===== config.mk =====
export PLATFORM = sky130hd
export DESIGN_NAME = adc_seq_ctrl
export DESIGN_NICKNAME = d
export VERILOG_FILES = /design/src/rtl/adc_seq_pkg.sv /design/src/rtl/adc_clk_div.sv /design/src/rtl/adc_sar_engine.sv /design/src/rtl/adc_pin_map.sv /design/src/rtl/adc_seq_ctrl.sv
export SDC_FILE = /design/constraint.sdc
export NUM_CORES = 1
export LEC_CHECK = 0
export BUFFER_PORTS_ARGS = -buffer_cell sky130_fd_sc_hd__buf_2
export CORE_UTILIZATION = 40
export DETAILED_ROUTE_END_ITERATION = 7
export GPL_TIMING_DRIVEN = 0
export PLACE_DENSITY = 0.66
export SYNTH_ARGS = -nofsm -noshare
export SYNTH_HDL_FRONTEND = slang
export SYNTH_SLANG_ARGS = --single-unit

===== constraint.sdc =====
create_clock -name clk -period 2.5 [get_ports clk]
set_clock_uncertainty 0.05 [all_clocks]
set_input_delay 0.125 -clock clk [delete_from_list [all_inputs] [get_ports clk]]
set_output_delay 0.125 -clock clk [all_outputs]
set_load 0.1 [all_outputs]

===== src/rtl/adc_seq_pkg.sv =====
package adc_seq_pkg;

  typedef enum logic [1:0] {
    OSC_RC = 2'b00,
    OSC_LF = 2'b01,
    OSC_XT = 2'b10,
    OSC_HF = 2'b11
  } osc_mode_e;

  localparam int CTL_EN    = 0;
  localparam int CTL_FLAG  = 1;
  localparam int CTL_GO    = 2;
  localparam int CTL_CH_LO = 3;
  localparam int CTL_SPARE = 5;
  localparam int CTL_CK_LO = 6;

  function automatic int unsigned conv_div(input logic [1:0] sel,
                                           input logic [1:0] osc,
                                           input int unsigned d_fast,
                                           input int unsigned d_mid,
                                           input int unsigned d_slow);
    int unsigned d;
    case (sel)
      2'b00:   d = d_fast;
      2'b01:   d = d_mid;
      2'b10:   d = d_slow;
      default: begin
        if (osc == OSC_HF)      d = d_slow;
        else if (osc == OSC_XT) d = d_mid;
        else                    d = d_fast;
      end
    endcase
    return d;
  endfunction

endpackage


===== src/rtl/adc_clk_div.sv =====
module adc_clk_div
  import adc_seq_pkg::*;
#(
  parameter int unsigned DIV_FAST = 2,
  parameter int unsigned DIV_MID  = 8,
  parameter int unsigned DIV_SLOW = 32
) (
  input  logic       clk,
  input  logic       rst,
  input  logic       run,
  input  logic [1:0] ck_sel,
  input  logic [1:0] osc,
  output logic       tick
);
  localparam int CNT_W = $clog2(DIV_SLOW);

  logic [CNT_W-1:0] cnt_q;
  logic [CNT_W-1:0] lim;

  always_comb begin
    lim  = CNT_W'(conv_div(ck_sel, osc, DIV_FAST, DIV_MID, DIV_SLOW) - 1);
    tick = run && (cnt_q == lim);
  end

  always_ff @(posedge clk) begin
    if (rst || !run)  cnt_q <= '0;
    else if (tick)    cnt_q <= '0;
    else              cnt_q <= cnt_q + CNT_W'(1);
  end

  // every divisor is at least 2, so step pulses never come back to back
  a_r4_no_adjacent_ticks: assert property (@(posedge clk) disable iff (rst)
    tick |=> !tick);

endmodule


===== src/rtl/adc_sar_engine.sv =====
module adc_sar_engine #(
  parameter int DATA_W = 8
) (
  input  logic              clk,
  input  logic              rst,
  input  logic              active,
  input  logic              step,
  input  logic              cmp_hi,
  output logic [DATA_W-1:0] trial,
  output logic              done,
  output logic [DATA_W-1:0] result
);
  localparam int IDX_W = $clog2(DATA_W);
  localparam logic [DATA_W-1:0] SEED = DATA_W'(1) << (DATA_W - 1);

  logic [IDX_W-1:0]  idx_q;
  logic [DATA_W-1:0] trial_q, trial_d, res_q;

  always_comb begin
    trial_d = trial_q;
    trial_d[idx_q] = cmp_hi;
    if (idx_q != '0) trial_d[idx_q - IDX_W'(1)] = 1'b1;
    done = active && step && (idx_q == '0);
  end

  always_ff @(posedge clk) begin
    if (rst || !active) begin
      trial_q <= SEED;
      idx_q   <= IDX_W'(DATA_W - 1);
    end else if (step) begin
      trial_q <= trial_d;
      if (idx_q != '0) idx_q <= idx_q - IDX_W'(1);
    end
  end

  always_ff @(posedge clk) begin
    if (done) res_q <= trial_d;
  end

  assign trial  = trial_q;
  assign result = res_q;

  // while searching, the bit under test is always probed high
  a_r3_probe_bit_high: assert property (@(posedge clk) disable iff (rst)
    (active && !step) |-> trial_q[idx_q]);

  // result moves only on a completion
  a_r10_result_hold: assert property (@(posedge clk) disable iff (rst)
    !done |=> $stable(res_q));

endmodule


===== src/rtl/adc_pin_map.sv =====
module adc_pin_map #(
  parameter int N_PIN = 4
) (
  input  logic             clk,
  input  logic             rst,
  input  logic             we,
  input  logic [1:0]       wdata,
  output logic [1:0]       mode,
  output logic [N_PIN-1:0] analog,
  output logic             vref_ext
);
  localparam int CNT_W = $clog2(N_PIN + 1);

  logic [CNT_W-1:0] n_analog;
  logic [N_PIN-1:0] analog_d;
  logic [1:0]       mode_q;
  logic [N_PIN-1:0] analog_q;
  logic             vref_q;

  always_comb begin
    case (wdata)
      2'b00:   n_analog = CNT_W'(N_PIN);
      2'b01:   n_analog = CNT_W'(N_PIN - 1);
      2'b10:   n_analog = CNT_W'(N_PIN / 2);
      default: n_analog = '0;
    endcase
  end

  for (genvar i = 0; i < N_PIN; i++) begin : g_pin
    assign analog_d[i] = (CNT_W'(i) < n_analog);
  end

  always_ff @(posedge clk) begin
    if (rst) begin
      mode_q   <= 2'b00;
      analog_q <= '1;
      vref_q   <= 1'b0;
    end else if (we) begin
      mode_q   <= wdata;
      analog_q <= analog_d;
      vref_q   <= (wdata == 2'b01);
    end
  end

  assign mode     = mode_q;
  assign analog   = analog_q;
  assign vref_ext = vref_q;

  // the reference pin is never also a conversion input
  a_r9_vref_pin_digital: assert property (@(posedge clk) disable iff (rst)
    vref_q |-> !analog_q[N_PIN-1]);

  // the decode never leaves exactly one analog pin
  a_r9_no_single_analog: assert property (@(posedge clk) disable iff (rst)
    $countones(analog_q) != 1);

endmodule


===== src/rtl/adc_seq_ctrl.sv =====
module adc_seq_ctrl
  import adc_seq_pkg::*;
#(
  parameter int          DATA_W   = 8,
  parameter int          N_PIN    = 4,
  parameter int unsigned DIV_FAST = 2,
  parameter int unsigned DIV_MID  = 8,
  parameter int unsigned DIV_SLOW = 32
) (
  input  logic              clk,
  input  logic              rst,
  input  logic              ctrl_we,
  input  logic [7:0]        ctrl_wdata,
  input  logic              pmode_we,
  input  logic [1:0]        pmode_wdata,
  input  logic [1:0]        osc_mode,
  input  logic              cmp_hi,
  output logic [7:0]        ctrl_rdata,
  output logic [1:0]        pmode_rdata,
  output logic [DATA_W-1:0] result,
  output logic [DATA_W-1:0] trial_code,
  output logic [1:0]        chan_sel,
  output logic [N_PIN-1:0]  pin_analog,
  output logic              vref_ext
);
  logic [7:0] ctrl_q, ctrl_d;
  logic       step, conv_done;

  always_comb begin
    ctrl_d = ctrl_q;
    if (ctrl_we) ctrl_d = ctrl_wdata;
    if (!ctrl_d[CTL_EN]) ctrl_d[CTL_GO] = 1'b0;
    if (conv_done) begin
      ctrl_d[CTL_FLAG] = 1'b1;
      ctrl_d[CTL_GO]   = 1'b0;
    end
  end

  always_ff @(posedge clk) begin
    if (rst) ctrl_q <= 8'h00;
    else     ctrl_q <= ctrl_d;
  end

  adc_clk_div #(
    .DIV_FAST(DIV_FAST), .DIV_MID(DIV_MID), .DIV_SLOW(DIV_SLOW)
  ) u_div (
    .clk    (clk),
    .rst    (rst),
    .run    (ctrl_q[CTL_GO]),
    .ck_sel (ctrl_q[CTL_CK_LO +: 2]),
    .osc    (osc_mode),
    .tick   (step)
  );

  adc_sar_engine #(.DATA_W(DATA_W)) u_sar (
    .clk    (clk),
    .rst    (rst),
    .active (ctrl_q[CTL_GO]),
    .step   (step),
    .cmp_hi (cmp_hi),
    .trial  (trial_code),
    .done   (conv_done),
    .result (result)
  );

  adc_pin_map #(.N_PIN(N_PIN)) u_pins (
    .clk      (clk),
    .rst      (rst),
    .we       (pmode_we),
    .wdata    (pmode_wdata),
    .mode     (pmode_rdata),
    .analog   (pin_analog),
    .vref_ext (vref_ext)
  );

  assign ctrl_rdata = ctrl_q;
  assign chan_sel   = ctrl_q[CTL_CH_LO +: 2];

  // a running conversion always has the module enabled
  a_r2_go_needs_enable: assert property (@(posedge clk) disable iff (rst)
    ctrl_q[CTL_GO] |-> ctrl_q[CTL_EN]);

  // completion raises the flag and drops the start bit
  a_r3_done_updates_ctrl: assert property (@(posedge clk) disable iff (rst)
    conv_done |=> (ctrl_q[CTL_FLAG] && !ctrl_q[CTL_GO]));

  // without a write the flag cannot fall
  a_r6_flag_sticky: assert property (@(posedge clk) disable iff (rst)
    (ctrl_q[CTL_FLAG] && !ctrl_we) |=> ctrl_q[CTL_FLAG]);

endmodule


==> out/metrics.yaml <==
finish:
  drive_above_1_share_pct: 29.7
  nFillCells: 421
  area_growth_pct: 22.0
  finalNetCount: 269
  diodes: 0
detailed_routing:
  post-route-drc-count: 0
  first_pass_iters: 4
  routed_wl_um: 3970
  via_per_inst: 5.23
  vias: 1574
  antenna_left: 0
  wl_per_cell_um: 13.2
  drt_iter0_drc: 100
outcome:
  status: "finished, violations left"
  failed_checks: "hold timing"
sta:
  slew_headroom_pct: 64.6
  fmax_mhz: 433
  fin_crit_sh_pct: 92.3
  fin_crit_ns: 2.31
  tightest_slew_ns: 0.531
  hold_ws_ns: -0.000637
  rsz0062_at_grt: "no"
  setup_tns_ns: 0
  hold_violations: 1
  finalSetupViolCount: 0
  slew_viol_final: 0
synthesis:
  async_reset_ff_share_pct: 0
  yosysSeqAreaShare_pct: 45.1
  synthFlopType: "dfxtp_1"
  synth-seq-cells: 38
  syn_inst: 193
  synth_warnings: 0
  synth_nets: 214
  synth.distinct_cells: 42
  synth_area_um2: 1870
  synth_area_per_cell_um2: 9.67
  synth_edf_count: 8
worst_setup_path:
  path_max_fanout: 10
  critPathCaptureType: "flop"
  crit_type: "flop to flop"
  cp.required_ns: 2.44
  start_kind: "flop"
  cp_data_arrival_time_ns: 2.25
placed_design:
  dp_hpwl_um: 2850
  port-buffer-count: 47
  gp_congestion: 0.882
clock_network:
  cts_tree: "built"
  clockRootBuffer: "clkbuf_8"
  clkTransAtPathRegs_ns: 0.08
  clk_latency_ns: 0.30
  cts-htree-levels: 2
  cts_sinks: 38
  cts_buffer_depth: 2
  numCtsBuffers: 5
global_route:
  first_global_vias: 1404
  antenna_found_initial: 0
  grtUsageMet1_pct: 22.5
  grt_max_degree: 13
  grt_pass1_wl_um: 6680
  overflow: 0
  top_usage_layer: "met2"
  grt_util_met2_pct: 26.3
  grtUsageMet3_pct: 5.05
  track_usage_pct: 17.1
die:
  fp.dieH_um: 70.3
  coreArea_um2: 4410
  io_pins: 50
  die_area_um2: 4940
  rows: 24
  die_w_um: 70.3
  start_util_pct: 42.3
pwr:
  total_leakage_power_nw: 0.984
  vdd_drop_max_uv: 248
  pwr_density_cell_nw_per_um2: 564
worst_hold_path:
  hp-class: "input pin to flop"
run:
  maxCapViolCount: 0
[metal layers]
layer | share of wire (%) | wire length (µm)
met5 | 0 | 0
met4 | 1.6 | 65
met3 | 5.4 | 216
met2 | 47 | 1870
met1 | 46 | 1820
[cells in the mapped netlist (4+ instances only)]
| cell type | n | area (µm²) |
|---|---|---|
| a31oi_1 | 9 | 56.3 |
| buf_4 | 4 | 30.0 |
| edfxtp_1 | 8 | 240 |
| a21oi_1 | 7 | 35.0 |
| nor3_1 | 6 | 30.0 |
| o21ai_0 | 9 | 45.0 |
| nor2_1 | 12 | 45.0 |
| mux2i_1 | 17 | 170 |
| a31o_1 | 4 | 35.0 |
| dfxtp_1 | 30 | 601 |
| nor3b_1 | 4 | 30.0 |
| inv_1 | 6 | 22.5 |
| ha_1 | 4 | 50.1 |
| nand2_1 | 17 | 63.8 |
| clkbuf_1 | 9 | 33.8 |
| nand2b_1 | 5 | 31.3 |
[worst max-delay path, stage by stage, from the launching register on]
cell     delay, ns
dfxtp_4       0.37
and2b_2       0.21
a21oi_1       0.16
ha_1          0.25
xor2_1        0.15
and3_1        0.16
buf_2         0.22
nand4_1       0.19
inv_2         0.24
[area by class of cell]
| cell class | instances | area, µm² | area share (%) |
|---|---|---|---|
| Multi-Input combinational cell | 131 | 887 | 39.0 |
| Sequential cell | 38 | 846 | 37.2 |
| Timing Repair Buffer | 48 | 245 | 10.8 |
| Buffer | 18 | 115 | 5.06 |
| Clock buffer | 6 | 82.6 | 3.63 |
| Tap cell | 52 | 65.1 | 2.86 |
| Inverter | 6 | 22.5 | 0.990 |
| Clock inverter | 2 | 12.5 | 0.550 |
[per-stage QoR]
stage,std cells,instance area (µm²),power (mW),worst slack [ns],util [%]
final,301,2280,1.28,0.192,51.6
after global routing,301,2280,1.33,0.0420,51.6
after CTS,300,2270,1.29,0.0256,51.3
after detailed placement,292,2170,0.854,0.0517,49.2
after global placement,292,2170,0.852,0.0906,49.2
after floorplan,193,1870,0.815,0.0913,-
[worst paths after layout]
path	endpoint	from	slack (ns)	cells past startpoint
hold / removal	u_pins.analog[3]$_SDFFE_PP1P_	pmode_wdata[1]	-0.0006	2
hold reg to reg	u_pins.mode[1]$_SDFFE_PP0P_	u_pins.mode[1]$_SDFFE_PP0P_	0.42	2
setup / recovery	u_sar.result[0]$_DFFE_PP_	ctrl_rdata[6]$_SDFFE_PP0P_	0.19	8
setup reg to reg	u_sar.result[0]$_DFFE_PP_	ctrl_rdata[6]$_SDFFE_PP0P_	0.19	8
[state kept, by name (all words and copies together), names as in the netlist]
| signal | flops |
|---|---|
| ctrl_rdata | 8 |
| u_sar.trial | 8 |
| u_sar.result | 8 |
| u_pins.vref_ext | 1 |
| u_pins.mode | 2 |
| u_div.cnt_q | 5 |
| u_sar.idx_q | 3 |
| u_pins.analog | 3 |
[report_power, final]
group | total (mW) | switching [mW] | internal, mW
registers | 0.645 | 0.00924 | 0.635
clock network | 0.443 | 0.221 | 0.222
logic | 0.196 | 0.150 | 0.0455
total | 1.28 | 0.381 | 0.902
[cell families (layout without fill, tap and decap cells)]
logic type,count (synthesis),after routing,share of synthesized area [%]
buf+inv,24,80,7.38
fa+ha+maj,4,4,2.68
flops,38,38,45.1
mux,18,18,9.72
compound gates,41,41,15.0
simple gates,63,63,17.8
xor+xnor,5,5,2.35
[placed cells by master, fill, tap and decap left out, types with 5 or more instances in the layout]
master    count
a21oi_1       7
a31oi_1       9
buf_2        48
clkbuf_1      9
clkbuf_8      6
dfxtp_1      28
edfxtp_1      8
inv_1         5
mux2i_1      17
nand2_1      17
nand2b_1      5
nor2_1       12
nor3_1        6
o21ai_0       9
[what timing repair did]
action / 4_1_cts / 5_1_grt
setup endpoints to repair: 0 / 8
hold buffers: 0 / 1
setup buffers: 0 / 0
resized for setup: 0 / 1
hold endpoints to repair: 0 / 1
Note: power is estimated with default switching activity, not from simulation.
